### src/rtl/hz_pkg.sv
package hz_pkg;
   localparam int SEL_W = 2;

   typedef enum logic [SEL_W-1:0] {
      SRC_REGFILE = 2'b00,
      SRC_NEAR    = 2'b01,
      SRC_FAR     = 2'b10
   } src_sel_e;
endpackage

### src/rtl/hz_fwd_unit.sv
module hz_fwd_unit
   import hz_pkg::*;
#(
   parameter int IDX_W    = 5,
   parameter bit ZERO_REG = 1'b1
) (
   input  logic [IDX_W-1:0] src_idx,
   input  logic [IDX_W-1:0] near_rd,
   input  logic             near_we,
   input  logic [IDX_W-1:0] far_rd,
   input  logic             far_we,
   output src_sel_e         sel
);
   logic src_live;
   logic near_hit;
   logic far_hit;

   generate
      if (ZERO_REG) begin : g_zero
         assign src_live = (src_idx != '0);
      end else begin : g_nozero
         assign src_live = 1'b1;
      end
   endgenerate

   assign near_hit = near_we && (near_rd == src_idx) && src_live;
   assign far_hit  = far_we  && (far_rd  == src_idx) && src_live;

   always_comb begin
      if (near_hit)     sel = SRC_NEAR;
      else if (far_hit) sel = SRC_FAR;
      else              sel = SRC_REGFILE;
   end
endmodule

### src/rtl/hz_loaduse_det.sv
module hz_loaduse_det #(
   parameter int IDX_W    = 5,
   parameter int NUM_SRC  = 2,
   parameter bit ZERO_REG = 1'b1
) (
   input  logic [NUM_SRC-1:0][IDX_W-1:0] id_src,
   input  logic [NUM_SRC-1:0]            id_used,
   input  logic [IDX_W-1:0]              ex_rd,
   input  logic                          ex_is_load,
   output logic                          hazard
);
   logic             dst_live;
   logic [NUM_SRC-1:0] hit;

   generate
      if (ZERO_REG) begin : g_zero
         assign dst_live = (ex_rd != '0);
      end else begin : g_nozero
         assign dst_live = 1'b1;
      end

      for (genvar s = 0; s < NUM_SRC; s++) begin : g_src
         assign hit[s] = id_used[s] && (id_src[s] == ex_rd);
      end
   endgenerate

   assign hazard = ex_is_load && dst_live && (|hit);
endmodule

### src/rtl/hz_seq_ctrl.sv
module hz_seq_ctrl (
   input  logic clk,
   input  logic rst_n,
   input  logic hazard,
   input  logic taken,
   output logic pc_hold,
   output logic ifid_hold,
   output logic ex_bubble,
   output logic ifid_flush
);
   logic stalled_q;
   logic stall_now;

   assign stall_now  = hazard && !stalled_q && !taken;
   assign pc_hold    = stall_now;
   assign ifid_hold  = stall_now;
   assign ex_bubble  = stall_now || taken;
   assign ifid_flush = taken;

   always_ff @(posedge clk or negedge rst_n) begin
      if (!rst_n) stalled_q <= 1'b0;
      else        stalled_q <= stall_now;
   end
endmodule

### src/rtl/hazard_ctrl.sv
module hazard_ctrl
   import hz_pkg::*;
#(
   parameter int IDX_W    = 5,
   parameter bit ZERO_REG = 1'b1
) (
   input  logic             clk,
   input  logic             rst_n,
   input  logic [IDX_W-1:0] id_rs1,
   input  logic [IDX_W-1:0] id_rs2,
   input  logic             id_rs1_used,
   input  logic             id_rs2_used,
   input  logic [IDX_W-1:0] ex_rs1,
   input  logic [IDX_W-1:0] ex_rs2,
   input  logic [IDX_W-1:0] ex_rd,
   input  logic             ex_is_load,
   input  logic             ex_taken,
   input  logic [IDX_W-1:0] mem_rd,
   input  logic             mem_we,
   input  logic [IDX_W-1:0] wb_rd,
   input  logic             wb_we,
   output logic [SEL_W-1:0] fwd_sel_a,
   output logic [SEL_W-1:0] fwd_sel_b,
   output logic             pc_hold,
   output logic             ifid_hold,
   output logic             ex_bubble,
   output logic             ifid_flush
);
   localparam int NUM_SRC = 2;

   generate
      if (IDX_W < 1 || IDX_W > 8) begin : g_bad_width
         $error("hazard_ctrl: IDX_W must be within 1..8");
      end
   endgenerate

   logic [NUM_SRC-1:0][IDX_W-1:0] ex_src;
   logic [NUM_SRC-1:0][IDX_W-1:0] id_src;
   logic [NUM_SRC-1:0]            id_used;
   src_sel_e                      sel [NUM_SRC];
   logic                          hazard;

   assign ex_src  = {ex_rs2, ex_rs1};
   assign id_src  = {id_rs2, id_rs1};
   assign id_used = {id_rs2_used, id_rs1_used};

   generate
      for (genvar o = 0; o < NUM_SRC; o++) begin : g_opnd
         hz_fwd_unit #(
            .IDX_W    (IDX_W),
            .ZERO_REG (ZERO_REG)
         ) i_fwd (
            .src_idx (ex_src[o]),
            .near_rd (mem_rd),
            .near_we (mem_we),
            .far_rd  (wb_rd),
            .far_we  (wb_we),
            .sel     (sel[o])
         );
      end
   endgenerate

   assign fwd_sel_a = sel[0];
   assign fwd_sel_b = sel[1];

   hz_loaduse_det #(
      .IDX_W    (IDX_W),
      .NUM_SRC  (NUM_SRC),
      .ZERO_REG (ZERO_REG)
   ) i_lu (
      .id_src     (id_src),
      .id_used    (id_used),
      .ex_rd      (ex_rd),
      .ex_is_load (ex_is_load),
      .hazard     (hazard)
   );

   hz_seq_ctrl i_seq (
      .clk        (clk),
      .rst_n      (rst_n),
      .hazard     (hazard),
      .taken      (ex_taken),
      .pc_hold    (pc_hold),
      .ifid_hold  (ifid_hold),
      .ex_bubble  (ex_bubble),
      .ifid_flush (ifid_flush)
   );
endmodule

### config.mk
export PLATFORM = sky130hd
export DESIGN_NAME = hazard_ctrl
export DESIGN_NICKNAME = d
export VERILOG_FILES = /design/src/rtl/hz_pkg.sv /design/src/rtl/hz_fwd_unit.sv /design/src/rtl/hz_loaduse_det.sv /design/src/rtl/hz_seq_ctrl.sv /design/src/rtl/hazard_ctrl.sv
export SDC_FILE = /design/constraint.sdc
export NUM_CORES = 1
export LEC_CHECK = 0
export BUFFER_PORTS_ARGS = -buffer_cell sky130_fd_sc_hd__buf_2
export CAP_MARGIN = 10
export CORE_UTILIZATION = 37
export CTS_CLUSTER_DIAMETER = 50
export DETAILED_ROUTE_END_ITERATION = 7
export HOLD_SLACK_MARGIN = 0.08
export PLACE_DENSITY = 0.8
export SETUP_SLACK_MARGIN = 0.3
export SYNTH_ARGS = -nofsm -noshare
export SYNTH_HDL_FRONTEND = slang
export SYNTH_SLANG_ARGS = --single-unit
### constraint.sdc
create_clock -name clk -period 2.7 [get_ports clk]
set_clock_uncertainty 0.05 [all_clocks]
set_input_delay 0.54 -clock clk [delete_from_list [all_inputs] [get_ports clk]]
set_output_delay 0.54 -clock clk [all_outputs]
set_load 0.01 [all_outputs]
==> key figures <==
Global routing
  – Initial antenna violation count: 0
  – Vias in the first global route: 577
  – Grt total ovfl: 0
  – Largest net degree at the start of global routing: 4
  – All-Layer GR Usage: 23.4%
  – First-pass GRT wire length: 2440 um

Yosys
  – Synth Area in Simple Gates: 32.8%
  – FF+latch count, synth: 1
  – Post-Syn Nets: 101
  – FFs w/ async S/R, synth: 100%
  – Synth Area in Adders: 0%
  – Top area cells in the synthesized netlist: xnor2_1 (31%), xor2_1 (21%), nor4_2 (9.9%)
  – Sequential share of the synthesized area: 4.96%
  – Post-Synthesis Mean Instance Area: 8.69 um2
  – Synth unique cells: 17
  – Number of synthesized flops with an enable pin: 0
  – Ys flop type: dfrtp_1
  – Mux cell area share after synthesis: 0%
  – Main combinational cell family by area after synthesis: XOR/XNOR gates
  – Compound-gate portion of the synthesized area: 4.22%
  – Synthesis Warnings: 0
  – Post-Synth XOR/XNOR Area: 52.1%
  – Netlist Area Pre-Place: 504 um2
  – Synth Instances: 58
  – Yosys top cell by area: xnor2_1
  – Synth top area share: 31.3%

Worst hold path
  – Hold Crit Class: in -> async

Worst setup path
  – CP max FO: 2
  – Critical Path Max Stage Delay: 540 ps
  – Worst EP arrival: 1780 ps
  – CP Class: in -> out
  – CP startpoint kind: primary input
  – Critical path endpoint category: output port
  – Critical-path cell list: buf_8, or4_4, nor2_4, nor4_4, nor4_2, buf_2
  – R2R Setup Slk: 1810 ps
  – Worst Path Required: 2110 ps
  – Crit path max-delay cell type: or4_4

Floorplan
  – Die ar.: 1510 um2
  – Row cnt: 12
  – Initial core utilization: 42.5%
  – Top-Level Pins: 51
  – Chip height: 38.9 um
  – Die Wd: 38.9 um
  – Core area: 1190 um2

STA
  – Setup violations, final: 0
  – RSZ-0062 raised after global routing: yes
  – Slew Limit Fails: 0
  – Period Utilization, post-route: 87.9%
  – Final hold violations: 0
  – Max Fclk: 421 MHz
  – Tmin final: 2370 ps
  – Worst Tran Pin Value: 305 ps
  – Post-route setup TNS: 0 ps
  – Slew margin rel.: 79.6%
  – Worst Setup Slack, final: 327 ps

Drt
  – Vias: 631
  – DR WL/cell: 13.6 um
  – Initial DRT Pass Iterations: 4
  – Number of nets still failing antenna checks after routing: 0
  – DR vias/cell: 5.13
  – Iteration-0 DRC Markers: 7
  – DRC: 0
  – Final wirelength: 1670 um

Finish
  – Most common cell after layout, fill and taps aside: buf_2
  – Layout cell share with drive strength beyond 1: 58.7%
  – Final Non-Filler Cells: 123
  – Fin nets: 154
  – Diode count: 0
  – Most flops, register: i_seq.stalled_q
  – Largest register FFs: 1
  – Top Registers: i_seq.stalled_q (1)
  – Fin area: 835 um2
  – Synth-to-layout area growth: 65.5%
  – Commonest cells after routing, fill and taps aside: buf_2 (46), xnor2_1 (18), xor2_1 (12)
  – Fillers: 98

Power and ir drop
  – Worst ir drop on vdd: 85.7 uV
  – Pleak: 0.000376 uW
  – Power Density: 161 nW/um2

Placement
  – Placed wire-length estimate: 1320 um
  – Place WS: 294 ps
  – IO Port Bufs: 50
  – Placer Congestion: 0.880
  – Placed Area: 742 um2
  – DP Cell Count: 118

CTS
  – CTS clock-pin slew for the worst setup and hold paths: 0 ps
  – # hold bufs at CTS: 0
  – Worst-skew pair later-pin latency: 0 ps

Run
  – Max-Cap Viols: 0

Outcome
  – Run status: completed
## cells in the mapped netlist (2+ instances only)
cell	number
xnor2_1	18
xor2_1	12
buf_4	4
nand4_1	4
nor4_2	4
nand2_1	2
nor2_4	2
nor4_1	2
or4_4	2
## per-layer routing
layer | GRT usage (%) | wire (um) | part of all wire (%)
met4 | 5.17 | 19 | 1.1
met5 | 0 | 0 | 0
met2 | 50.8 | 951 | 57
met1 | 22.9 | 572 | 34
met3 | 1.16 | 126 | 7.5
## stage by stage
| stage | hold slack (ps) | total power, uW | utilization, % |
|---|---|---|---|
| final | 264 | 135 | 70.4 |
| after global routing | 272 | 144 | 70.4 |
| after CTS | 266 | 126 | 65.9 |
| after detailed placement | 266 | 120 | 62.6 |
| after global placement | 265 | 117 | 62.6 |
| after floorplan | 194 | 66.2 | - |
## where the power goes
| part | switching (uW) | total, uW | internal [uW] |
|---|---|---|---|
| logic | 56.0 | 119 | 63.2 |
| clock network | 0 | 0 | 0 |
| registers | 0.0354 | 15.4 | 15.4 |
## cells by family (layout without fill, tap and decap cells)
family | after synthesis | after routing
AOI/OAI and AO/OA | 3 | 3
xor gates and xnor gates | 30 | 30
buffers and inverters | 4 | 55
DFF | 1 | 1
and+or+nand+nor | 20 | 20
## path summary, 6_finish.rpt
check	startpoint	end	cells after the start
max	ex_rs2[4]	fwd_sel_b[1]	6
min	rst_n	i_seq.stalled_q	1
max reg2reg	i_seq.stalled_q	i_seq.stalled_q	3
min in group clk	i_seq.stalled_q	i_seq.stalled_q	3
min reg2reg	i_seq.stalled_q	i_seq.stalled_q	3
max in group asynchronous	rst_n	i_seq.stalled_q	1
## area by class of cell
type                            count  area [um2]  share of cell area (%)
Timing Repair Buffer               55         320                    38.4
Sequential cell                     1        25.0                    3.00
Tap cell                           14        17.5                    2.10
Multi-Input combinational cell     53         472                    56.5
## critical path, delay by kind of cell
| family | cells | cell delay, ps |
|---|---|---|
| buffers and inverters | 2 | 260 |
| and+or+nand+nor | 4 | 990 |
## repair_timing
item,CTS,global route
buffers inserted,2,3
setup endpoints to repair,1,4
pin swaps,4,6
cloned,0,0
resized for setup,6,7
Power figures use the tool's default switching activity.
